<file path="src/rtl/wdt_pkg.sv">
// Shared constants for the two-stage watchdog: register offsets, bit
// positions and reset values. Assumes the counter is at most 16 bits wide.
package wdt_pkg;
    localparam int CNT_W_DEF  = 10;
    localparam int ADDR_W_DEF = 5;

    typedef enum logic [1:0] {SZ_BYTE = 2'd0, SZ_WORD = 2'd1, SZ_DWORD = 2'd2} bus_size_e;

    localparam int OFS_RELOAD = 'h00;
    localparam int OFS_DIN    = 'h02;
    localparam int OFS_DOUT   = 'h03;
    localparam int OFS_STAT1  = 'h04;
    localparam int OFS_STAT2  = 'h06;
    localparam int OFS_CTL1   = 'h08;
    localparam int OFS_CTL2   = 'h0A;
    localparam int OFS_MSG1   = 'h0C;
    localparam int OFS_MSG2   = 'h0D;
    localparam int OFS_WDCNT  = 'h0E;
    localparam int OFS_IRQGEN = 'h10;
    localparam int OFS_TMO    = 'h12;

    localparam int ST1_SWIN   = 1;
    localparam int ST1_SWOUT  = 2;
    localparam int ST1_TMO    = 3;
    localparam int ST2_SECOND = 1;
    localparam int ST2_BOOT   = 2;
    localparam int CTL1_HALT  = 11;
    localparam int CTL1_LOCK  = 12;

    localparam logic [15:0] CTL2_RST   = 16'h0008;
    localparam logic [7:0]  IRQGEN_RST = 8'h03;
    localparam logic [15:0] TMO_RST    = 16'h0004;
endpackage

</file>
<file path="src/rtl/wdt_busport.sv">
// Byte-lane decoder for the register bus. Turns an address and a size into
// per-byte write enables with aligned data, and selects read bytes out of a
// flat byte view. Assumes bus_size is never 3 (treated as 4 bytes).
module wdt_busport #(
    parameter int ADDR_W = 5
) (
    input  logic                    bus_wr,
    input  logic [ADDR_W-1:0]       bus_addr,
    input  logic [1:0]              bus_size,
    input  logic [31:0]             bus_wdata,
    input  logic [8*(2**ADDR_W)-1:0] view,
    output logic [(2**ADDR_W)-1:0]  lane_we,
    output logic [8*(2**ADDR_W)-1:0] lane_data,
    output logic [31:0]             bus_rdata
);
    localparam int NB = 2 ** ADDR_W;
    localparam int VW = 8 * NB;
    localparam int IW = ADDR_W + 1;

    logic [IW-1:0] span_lo, span_hi, nbytes;
    logic [VW-1:0] rsh;
    logic [31:0]   rmask;

    // Access length and byte span covered by this access.
    always_comb begin
        case (bus_size)
            2'd0:    nbytes = IW'(1);
            2'd1:    nbytes = IW'(2);
            default: nbytes = IW'(4);
        endcase
        span_lo = {1'b0, bus_addr};
        span_hi = span_lo + nbytes;
    end

    // One write enable per byte of the register view.
    for (genvar i = 0; i < NB; i++) begin : g_lane
        assign lane_we[i] = bus_wr && (IW'(i) >= span_lo) && (IW'(i) < span_hi);
    end

    // Write data moved onto the byte lanes starting at the access address.
    assign lane_data = VW'(bus_wdata) << {bus_addr, 3'b000};

    // Read data: bytes from the access address upward, trimmed to the size.
    always_comb begin
        rsh = view >> {bus_addr, 3'b000};
        case (bus_size)
            2'd0:    rmask = 32'h0000_00FF;
            2'd1:    rmask = 32'h0000_FFFF;
            default: rmask = 32'hFFFF_FFFF;
        endcase
        bus_rdata = rsh[31:0] & rmask;
    end

    logic unused_rsh;
    assign unused_rsh = ^rsh[VW-1:32];
endmodule

</file>
<file path="src/rtl/wdt_downcount.sv">
// Watchdog down-counter. A load copies the timeout value in. Each tick with
// halt clear decrements a non-zero count, and the tick that leaves 1 flags an
// expiry and reloads. Assumes tick is a single-cycle pulse.
module wdt_downcount #(
    parameter int CNT_W = 10
) (
    input  logic             clk,
    input  logic             rst_n,
    input  logic             tick,
    input  logic             halt,
    input  logic             load,
    input  logic [CNT_W-1:0] load_val,
    output logic [CNT_W-1:0] count,
    output logic             expire
);
    logic run;
    assign run    = tick && !halt;
    assign expire = !load && run && (count == CNT_W'(1));

    // Counter update: load first, then decrement or reload on expiry.
    always_ff @(posedge clk) begin
        if (!rst_n)
            count <= '0;
        else if (load)
            count <= load_val;
        else if (run && count != '0)
            count <= (count == CNT_W'(1)) ? load_val : count - CNT_W'(1);
    end

    assert_load_R4: assert property (@(posedge clk) disable iff (!rst_n)
        load |=> count == $past(load_val));
    assert_decrement_R5: assert property (@(posedge clk) disable iff (!rst_n)
        (!load && tick && !halt && count > CNT_W'(1)) |=> count == $past(count) - CNT_W'(1));
    assert_halt_freeze_R6: assert property (@(posedge clk) disable iff (!rst_n)
        (!load && halt) |=> $stable(count));
    assert_idle_zero_R7: assert property (@(posedge clk) disable iff (!rst_n)
        (!load && count == '0) |=> count == '0);
endmodule

</file>
<file path="src/rtl/wdt_flags.sv">
// Status flags and action request. Status words are write-one-to-clear and
// event sets win over a clear in the same cycle. An expiry while armed (one
// expiry since the last reload) is a second timeout.
module wdt_flags (
    input  logic        clk,
    input  logic        rst_n,
    input  logic        expire,
    input  logic        rearm,
    input  logic        sw_in_evt,
    input  logic        sw_out_evt,
    input  logic [15:0] clr1,
    input  logic [15:0] clr2,
    input  logic        block_action,
    output logic [15:0] st1,
    output logic [15:0] st2,
    output logic        action_req
);
    import wdt_pkg::*;

    logic        armed, second;
    logic [15:0] set1, set2;

    // Event sets for both status words.
    always_comb begin
        second = expire && armed;
        set1 = '0;
        set1[ST1_TMO]   = expire;
        set1[ST1_SWIN]  = sw_in_evt;
        set1[ST1_SWOUT] = sw_out_evt;
        set2 = '0;
        set2[ST2_SECOND] = second;
        set2[ST2_BOOT]   = second && !block_action;
    end

    // Arm on the first expiry, disarm on a reload write.
    always_ff @(posedge clk) begin
        if (!rst_n)     armed <= 1'b0;
        else if (rearm) armed <= 1'b0;
        else if (expire) armed <= 1'b1;
    end

    // Status words: clear by writing one, event sets take priority.
    always_ff @(posedge clk) begin
        if (!rst_n) begin
            st1 <= '0;
            st2 <= '0;
        end else begin
            st1 <= (st1 & ~clr1) | set1;
            st2 <= (st2 & ~clr2) | set2;
        end
    end

    // One-cycle action request on an unblocked second timeout.
    always_ff @(posedge clk) begin
        if (!rst_n) action_req <= 1'b0;
        else        action_req <= second && !block_action;
    end

    assert_timeout_flag_R13: assert property (@(posedge clk) disable iff (!rst_n)
        expire |=> st1[ST1_TMO]);
    assert_second_flag_R9: assert property (@(posedge clk) disable iff (!rst_n)
        (expire && armed) |=> st2[ST2_SECOND]);
    assert_action_cause_R10: assert property (@(posedge clk) disable iff (!rst_n)
        action_req |-> ($past(expire) && !$past(block_action)));
    assert_action_pulse_R10: assert property (@(posedge clk) disable iff (!rst_n)
        action_req |=> !action_req || $past(expire));
endmodule

</file>
<file path="src/rtl/wdt_twostage.sv">
// Top of the two-stage watchdog. Holds the control and storage registers,
// assembles the byte view read by the bus, and connects the bus port, the
// counter and the flag logic. Assumes CNT_W <= 16 and ADDR_W >= 5.
module wdt_twostage #(
    parameter int CNT_W  = wdt_pkg::CNT_W_DEF,
    parameter int ADDR_W = wdt_pkg::ADDR_W_DEF
) (
    input  logic              clk,
    input  logic              rst_n,
    input  logic              tick_en,
    input  logic              reboot_block,
    input  logic              bus_wr,
    input  logic [ADDR_W-1:0] bus_addr,
    input  logic [1:0]        bus_size,
    input  logic [31:0]       bus_wdata,
    output logic [31:0]       bus_rdata,
    output logic              action_req
);
    import wdt_pkg::*;

    localparam int NB = 2 ** ADDR_W;
    localparam int VW = 8 * NB;
    localparam int HALT_B = CTL1_HALT - 8;
    localparam int LOCK_B = CTL1_LOCK - 8;

    logic [NB-1:0]    lane_we;
    logic [VW-1:0]    lane_data, view;
    logic [CNT_W-1:0] count, tmo_q;
    logic             expire, reload_wr;
    logic [15:0]      st1, st2, clr1, clr2, ctl1, ctl2_q, tmo_next;
    logic [7:0]       din_q, dout_q, msg1_q, msg2_q, wdcnt_q, irqgen_q;
    logic             halt_q, lock_q;

    wdt_busport #(.ADDR_W(ADDR_W)) u_bus (
        .bus_wr   (bus_wr),
        .bus_addr (bus_addr),
        .bus_size (bus_size),
        .bus_wdata(bus_wdata),
        .view     (view),
        .lane_we  (lane_we),
        .lane_data(lane_data),
        .bus_rdata(bus_rdata)
    );

    // Write-derived strobes and clear masks.
    always_comb begin
        reload_wr = lane_we[OFS_RELOAD] || lane_we[OFS_RELOAD+1];
        clr1 = {lane_we[OFS_STAT1+1] ? lane_data[8*(OFS_STAT1+1) +: 8] : 8'h00,
                lane_we[OFS_STAT1]   ? lane_data[8*OFS_STAT1 +: 8]     : 8'h00};
        clr2 = {lane_we[OFS_STAT2+1] ? lane_data[8*(OFS_STAT2+1) +: 8] : 8'h00,
                lane_we[OFS_STAT2]   ? lane_data[8*OFS_STAT2 +: 8]     : 8'h00};
        tmo_next = 16'(tmo_q);
        if (lane_we[OFS_TMO])   tmo_next[7:0]  = lane_data[8*OFS_TMO +: 8];
        if (lane_we[OFS_TMO+1]) tmo_next[15:8] = lane_data[8*(OFS_TMO+1) +: 8];
    end

    // Control register 1: writable halt bit, sticky lock bit.
    always_ff @(posedge clk) begin
        if (!rst_n) begin
            halt_q <= 1'b0;
            lock_q <= 1'b0;
        end else if (lane_we[OFS_CTL1+1]) begin
            halt_q <= lane_data[8*(OFS_CTL1+1) + HALT_B];
            lock_q <= lock_q | lane_data[8*(OFS_CTL1+1) + LOCK_B];
        end
    end

    // Plain storage registers and the masked timeout value.
    always_ff @(posedge clk) begin
        if (!rst_n) begin
            din_q    <= '0;
            dout_q   <= '0;
            ctl2_q   <= CTL2_RST;
            msg1_q   <= '0;
            msg2_q   <= '0;
            wdcnt_q  <= '0;
            irqgen_q <= IRQGEN_RST;
            tmo_q    <= CNT_W'(TMO_RST);
        end else begin
            if (lane_we[OFS_DIN])    din_q    <= lane_data[8*OFS_DIN +: 8];
            if (lane_we[OFS_DOUT])   dout_q   <= lane_data[8*OFS_DOUT +: 8];
            if (lane_we[OFS_CTL2])   ctl2_q[7:0]  <= lane_data[8*OFS_CTL2 +: 8];
            if (lane_we[OFS_CTL2+1]) ctl2_q[15:8] <= lane_data[8*(OFS_CTL2+1) +: 8];
            if (lane_we[OFS_MSG1])   msg1_q   <= lane_data[8*OFS_MSG1 +: 8];
            if (lane_we[OFS_MSG2])   msg2_q   <= lane_data[8*OFS_MSG2 +: 8];
            if (lane_we[OFS_WDCNT])  wdcnt_q  <= lane_data[8*OFS_WDCNT +: 8];
            if (lane_we[OFS_IRQGEN]) irqgen_q <= lane_data[8*OFS_IRQGEN +: 8];
            tmo_q <= tmo_next[CNT_W-1:0];
        end
    end

    wdt_downcount #(.CNT_W(CNT_W)) u_cnt (
        .clk     (clk),
        .rst_n   (rst_n),
        .tick    (tick_en),
        .halt    (halt_q),
        .load    (reload_wr),
        .load_val(tmo_q),
        .count   (count),
        .expire  (expire)
    );

    wdt_flags u_flags (
        .clk         (clk),
        .rst_n       (rst_n),
        .expire      (expire),
        .rearm       (reload_wr),
        .sw_in_evt   (lane_we[OFS_DIN]),
        .sw_out_evt  (lane_we[OFS_DOUT]),
        .clr1        (clr1),
        .clr2        (clr2),
        .block_action(reboot_block),
        .st1         (st1),
        .st2         (st2),
        .action_req  (action_req)
    );

    // Byte view of every location, in offset order, for the read mux.
    always_comb begin
        ctl1 = '0;
        ctl1[CTL1_HALT] = halt_q;
        ctl1[CTL1_LOCK] = lock_q;
        view = '0;
        view[8*OFS_RELOAD +: 16] = 16'(count);
        view[8*OFS_DIN    +: 8]  = din_q;
        view[8*OFS_DOUT   +: 8]  = dout_q;
        view[8*OFS_STAT1  +: 16] = st1;
        view[8*OFS_STAT2  +: 16] = st2;
        view[8*OFS_CTL1   +: 16] = ctl1;
        view[8*OFS_CTL2   +: 16] = ctl2_q;
        view[8*OFS_MSG1   +: 8]  = msg1_q;
        view[8*OFS_MSG2   +: 8]  = msg2_q;
        view[8*OFS_WDCNT  +: 8]  = wdcnt_q;
        view[8*OFS_IRQGEN +: 8]  = irqgen_q;
        view[8*OFS_TMO    +: 16] = 16'(tmo_q);
    end

    logic unused_lanes;
    assign unused_lanes = ^{lane_data, lane_we, tmo_next};

    assert_lock_sticky_R11: assert property (@(posedge clk) disable iff (!rst_n)
        lock_q |=> lock_q);
    assert_reload_clears_R9: assert property (@(posedge clk) disable iff (!rst_n)
        (reload_wr && !expire) |=> !action_req);
endmodule

</file>
<file path="config.mk">
export PLATFORM = sky130hd
export DESIGN_NAME = wdt_twostage
export DESIGN_NICKNAME = d
export VERILOG_FILES = /design/src/rtl/wdt_pkg.sv /design/src/rtl/wdt_busport.sv /design/src/rtl/wdt_downcount.sv /design/src/rtl/wdt_flags.sv /design/src/rtl/wdt_twostage.sv
export SDC_FILE = /design/constraint.sdc
export NUM_CORES = 1
export LEC_CHECK = 0
export BUFFER_PORTS_ARGS = -buffer_cell sky130_fd_sc_hd__buf_2
export CORE_MARGIN = 3
export CORE_UTILIZATION = 30
export DETAILED_ROUTE_END_ITERATION = 12
export PLACE_DENSITY = 0.55
export SLEW_MARGIN = 20
export SYNTH_ARGS = -nofsm -noshare
export SYNTH_HDL_FRONTEND = slang
export SYNTH_SLANG_ARGS = --single-unit
export TNS_END_PERCENT = 5
</file>
<file path="constraint.sdc">
create_clock -name clk -period 8.1 [get_ports clk]
set_input_delay 0.405 -clock clk [delete_from_list [all_inputs] [get_ports clk]]
set_output_delay 0.405 -clock clk [all_outputs]
set_load 0.05 [all_outputs]
</file>
After elaboration in Yosys (flattened, before gate mapping)
Index checks and enable logic that the tools add are counted.

storage, ports and cells
  flip-flop bits (word level) = 120
  latch bits = 0
  memory bits (writable) = 0
  memory bits (read-only) = 0
  logic and storage cells = 123
  memories kept = 0

cells by class
  $add $sub $neg = 2
  $mul = 0
  div/mod/pow operators = 0
  magnitude comparators = 34
  equality and inequality tests = 2
  shift operators = 2
  mux-type cells = 9
  bitwise operators = 9
  reductions and logical operators = 48

operators with widths
  kind                                                              count
  << shifter 32 x 8 -> 154 bit                                      1
  >> shifter 154 x 8 -> 32 bit                                      1
  one-hot mux 32 bit (2 select lines)                               1
  logical AND 1 bit                                                 40
  less-than comparator 4 x 6 -> 1 bit, first input constant         6
  bitwise AND 16 bit                                                2
  bitwise AND 32 bit                                                1
  2-to-1 mux 8 bit                                                  4
  inverter 16 bit                                                   2
  greater-or-equal comparator 4 x 5 -> 1 bit, first input constant  6
  2-to-1 mux 10 bit                                                 3
  less-than comparator 3 x 6 -> 1 bit, first input constant         4
  greater-or-equal comparator 3 x 5 -> 1 bit, first input constant  4
  less-than comparator 5 x 6 -> 1 bit, first input constant         3
  bitwise OR 16 x 3 -> 16 bit                                       1
  bitwise OR 16 x 4 -> 16 bit                                       1
  greater-or-equal comparator 5 bit, first input constant           3
  less-than comparator 1 x 6 -> 1 bit, first input constant         2
  less-than comparator 2 x 6 -> 1 bit, first input constant         2
  equality test 10 x 1 -> 1 bit, second input constant              1
  greater-or-equal comparator 1 x 5 -> 1 bit, first input constant  2
  greater-or-equal comparator 2 x 5 -> 1 bit, first input constant  2
  nonzero test 10 bit                                               1
  subtractor 10 x 1 -> 10 bit, second input constant                1
  other kinds (10)                                                  12

Longest topological paths before layout
  word-level depth = 12
  gate-level depth with buffers = 14

Modules after synthesis
Synthesis repeated with hierarchy kept, for this count alone.

second synthesis, totals
  cells, all modules = 1873
  area, all modules = 15512.4 um^2

modules (own cells, without submodules)
  module         instances  cells each  area each (um^2)  sequential area each (um^2)
  wdt_busport    1          1417        10550.1           0.0
  wdt_twostage   1          279         3091.7            1521.5
  wdt_flags      1          80          1063.5            680.7
  wdt_downcount  1          97          807.0             200.2

Worst setup path after synthesis
Ideal clock, no wire load.

  kind = input to output
  start point = input bus_addr[3]
  end point = output bus_rdata[3]
  arrival time = 2773 ps
  setup slack = 4922 ps
  cell stages on the path = 6
  buffers on the path = 4
  path through = buf_2 > buf_2 > clkbuf_1 > buf_1 > mux4_2 > o21ai_0

between the ends
  longest elaborated chain between the ends = 2

RTL lines
  element                       line                RTL
  from (decl)                   wdt_twostage.sv:13  input logic [ADDR_W-1:0] bus_addr,
  >> shifter 154 x 8 -> 32 bit  wdt_busport.sv:45   rsh = view >> {bus_addr, 3'b000};
  bitwise AND 32 bit            wdt_busport.sv:51   bus_rdata = rsh[31:0] & rmask;
  to (decl)                     wdt_twostage.sv:16  output logic [31:0] bus_rdata,

No other way between the ends.

Worst setup path after layout
  start point = input bus_addr[0]
  end point = output bus_rdata[8]

Same word-level chain as after synthesis.

==> impl_metrics.py <==
metrics = {
    "yosys": {
        "synth.distinct_cells": 80,
        "syn_nets": 1285,
        "synth-edff-count": 0,
        "synth_top_family_by_area": "compound AO/OA/AOI/OAI gates",
        "synth-xor-area-share_pct": 0.8059,
        "netlist_area_um2": 9625,
        "synthSimpleGateAreaFrac_pct": 19.12,
        "synth_fa_ha_area_share_pct": 0.8319,
        "yosys.area.top_type_share_pct": 24.96,
        "synth-seq-area-share_pct": 24.96,
        "synth_warnings": 0,
        "ys.flop_type": "dfxtp_1",
        "synth_cells": 1236,
        "async_reset_ff_share_pct": 0,
        "synth_area_leader_cell": "dfxtp_1",
        "syn_area_per_cell_um2": 7.788,
        "synth_most_common_cell": "nand2_1",
        "synth-compound-area-share_pct": 27.93,
        "yosys-top-cells-area": "dfxtp_1 25%, mux2i_1 14%, nand2_1 6.5%",
        "ys_seq_elements": 120,
        "synth.area.mux_share_pct": 20.54,
        "netlist_top_cells_count": "166 x nand2_1, 130 x mux2i_1, 120 x dfxtp_1, 120 x nor2_1, 109 x a21oi_1",
    },
    "critical_path": {
        "worstSetupPathType": "in -> out",
        "crit_fanout": 80,
        "startpoint_type": "input port",
        "path_cells": "buf_6, buf_4, buf_4, nor2b_2, buf_4, nand2_1, o21ai_0, a211oi_1, o32a_1, nor2_1, buf_2",
        "arrival_ps": 4160,
        "max_stage_delay_ps": 630,
        "critPathCaptureType": "output port",
        "cpMostUsedCell": "buf_4",
        "worstPathRequired_ps": 7700,
        "crit_slowest_cell": "buf_4",
    },
    "floorplanning": {
        "core_um2": 31070,
        "fp.dieW_um": 185.1,
        "num_io_pins": 77,
        "dieArea_um2": 34270,
        "fp.dieH_um": 185.1,
        "rows": 64,
        "initial_core_util_pct": 30.98,
    },
    "detailed_routing": {
        "ant_nets": 0,
        "viasPerCell": 6.369,
        "drt_iter0_drc": 1770,
        "dr.pass1.iters": 6,
        "wl_met3_mm": 4.806,
        "wl_per_cell_um": 26.06,
        "drc": 0,
        "routed_wirelength_mm": 43.39,
        "dr_wl_met2_mm": 18.99,
        "top_layer_used": "met4",
        "num_vias": 10600,
        "met1Wirelength_mm": 17.95,
    },
    "global_route": {
        "grt_first_pass_wirelength_mm": 64.77,
        "grt_usage_pct": 24.96,
        "grt_overflow": 0,
        "grt_max_degree": 87,
        "first_global_vias": 9909,
        "antenna_found_initial": 0,
    },
    "clock_tree": {
        "clk_transition_reported_paths_ps": 50,
        "clock_latency_ps": 430,
        "cts_buffers": 17,
        "ctsResizeCount": 0,
        "cts_tree": "yes",
        "postCtsSetupRepairBufs": 0,
        "clock_sinks": 120,
        "clockBufferDepth": 2,
        "cts.htree.levels": 4,
        "cts_root_buf": "clkbuf_16",
        "cts_hold_buf": 0,
    },
    "timing": {
        "fin_ws_ps": 3538,
        "hold_viol_final": 0,
        "maxSlewHeadroom_pct": 25.51,
        "setup_tns_ps": 0,
        "max_freq_mhz": 219.2,
        "final.min_clock_period_ps": 4562,
        "skew_ps": 5.487,
        "rsz0062_at_grt": "false",
        "fin_crit_sh_pct": 56.32,
        "maxSlewViolCount": 0,
        "setup_viol": 0,
        "worst_slew_pin_slew_ps": 1113,
    },
    "cells_and_area": {
        "n_antenna_cell": 0,
        "fin_nets": 1305,
        "area_growth_pct": 12.93,
        "final_cell_area_um2": 10870,
        "instances_no_fill": 1665,
        "drive_above_1_share_pct": 17.97,
    },
    "placement": {
        "gp_congestion": 0.8888,
        "post-place-ws_ps": 3641,
        "placed_cells": 1633,
        "io_buffer_count": 76,
        "dp_hpwl_mm": 28.18,
        "post_dp_cell_area_um2": 10260,
    },
    "min_path": {
        "hold_class": "in -> reg",
    },
    "run_status": {
        "status": "finished clean",
    },
    "power_and_ir_drop": {
        "power_density_nw_per_um2": 194.2,
        "ir_worst_vdd_mv": 0.1331,
        "leakage_nw": 4.007,
        "total_power_w": 0.002112,
    },
    "job": {
        "maxCapViolations": 0,
    },
}
[routing by layer]
metal,GRT usage [%],up-vias
met5,0,-
met4,9.844,0
met3,5.715,130
met2,38.49,721
met1,33.84,5088
li1,-,4665
[stage by stage]
step | hold slack [ps] | utilization, %
after global routing | 173.5 | 34.99
after global placement | 420.1 | 32.98
after CTS | 154.1 | 34.98
final | 164.4 | 34.99
after floorplan | 411.6 | -
after detailed placement | 430.7 | 33.02
[area by class of cell]
cell class | count | area (um2)
tap | 396 | 495.5
clock inverter | 14 | 170.2
fill | 3261 | 20200
timing repair buffer | 103 | 598.1
inverter | 21 | 78.83
multi-input combinational | 993 | 6686
sequential | 120 | 2402
clock buffer | 18 | 439.2
[logic make-up (layout without fill, tap and decap cells)]
family                   Yosys count  after routing
AO/OA/AOI/OAI                    389            389
XOR/XNOR                           7              7
adder cells (fa/ha/maj)            6              6
buffers and inverters            123            156
flip-flops                       120            120
multiplexers                     180            180
AND/OR/NAND/NOR                  411            411
[power by group]
group          internal, W  switching (W)  leakage (nW)
Clock             0.000493       0.000310         0.289
Sequential        0.000624      0.0000636         0.970
Combinational     0.000215       0.000406          2.75
[sequential cells by signal, summed over array words and instances, names as in the netlist, 8 cells and up]
register     flops
msg2_q           8
u_cnt.count     10
msg1_q           8
irqgen_q         8
ctl2_q          16
dout_q           8
wdcnt_q          8
u_flags.st2     16
tmo_q           10
din_q            8
u_flags.st1     16
[worst max-delay path, delay by kind of cell]
kind,cells,cell delay [ps]
AO/OA/AOI/OAI,3,550
AND/OR/NAND/NOR,3,580
buffers and inverters,5,2490
[cell usage in the layout (no fill, tap or decap), drive strengths merged, types with 10 or more instances in the layout]
cell type | synthesis | layout
a211oi | 19 | 19
a21oi | 115 | 115
a221o | 13 | 13
a221oi | 43 | 43
a22oi | 25 | 25
a31oi | 11 | 11
buf | 54 | 103
clkbuf | 48 | 18
dfxtp | 120 | 120
inv | 19 | 23
mux2 | 40 | 40
mux2i | 130 | 130
mux4 | 10 | 10
nand2 | 168 | 168
nand3 | 45 | 45
nor2 | 126 | 126
nor2b | 11 | 11
nor3 | 24 | 24
o211ai | 10 | 10
o21ai | 61 | 61
o22ai | 32 | 32
[path summary, 6_finish.rpt]
path                            depth (start not counted)  slack, ps            endpoint           start
worst max-delay path                                   11       3540        bus_rdata[8]     bus_addr[0]
worst min-delay path                                    2        160  u_flags.action_req    reboot_block
worst max register to register                          7       5790      u_flags.st2[2]  u_cnt.count[6]
worst min register to register                          2        440      u_flags.st2[8]  u_flags.st2[8]
No activity file was read; power rests on OpenSTA's default activity.
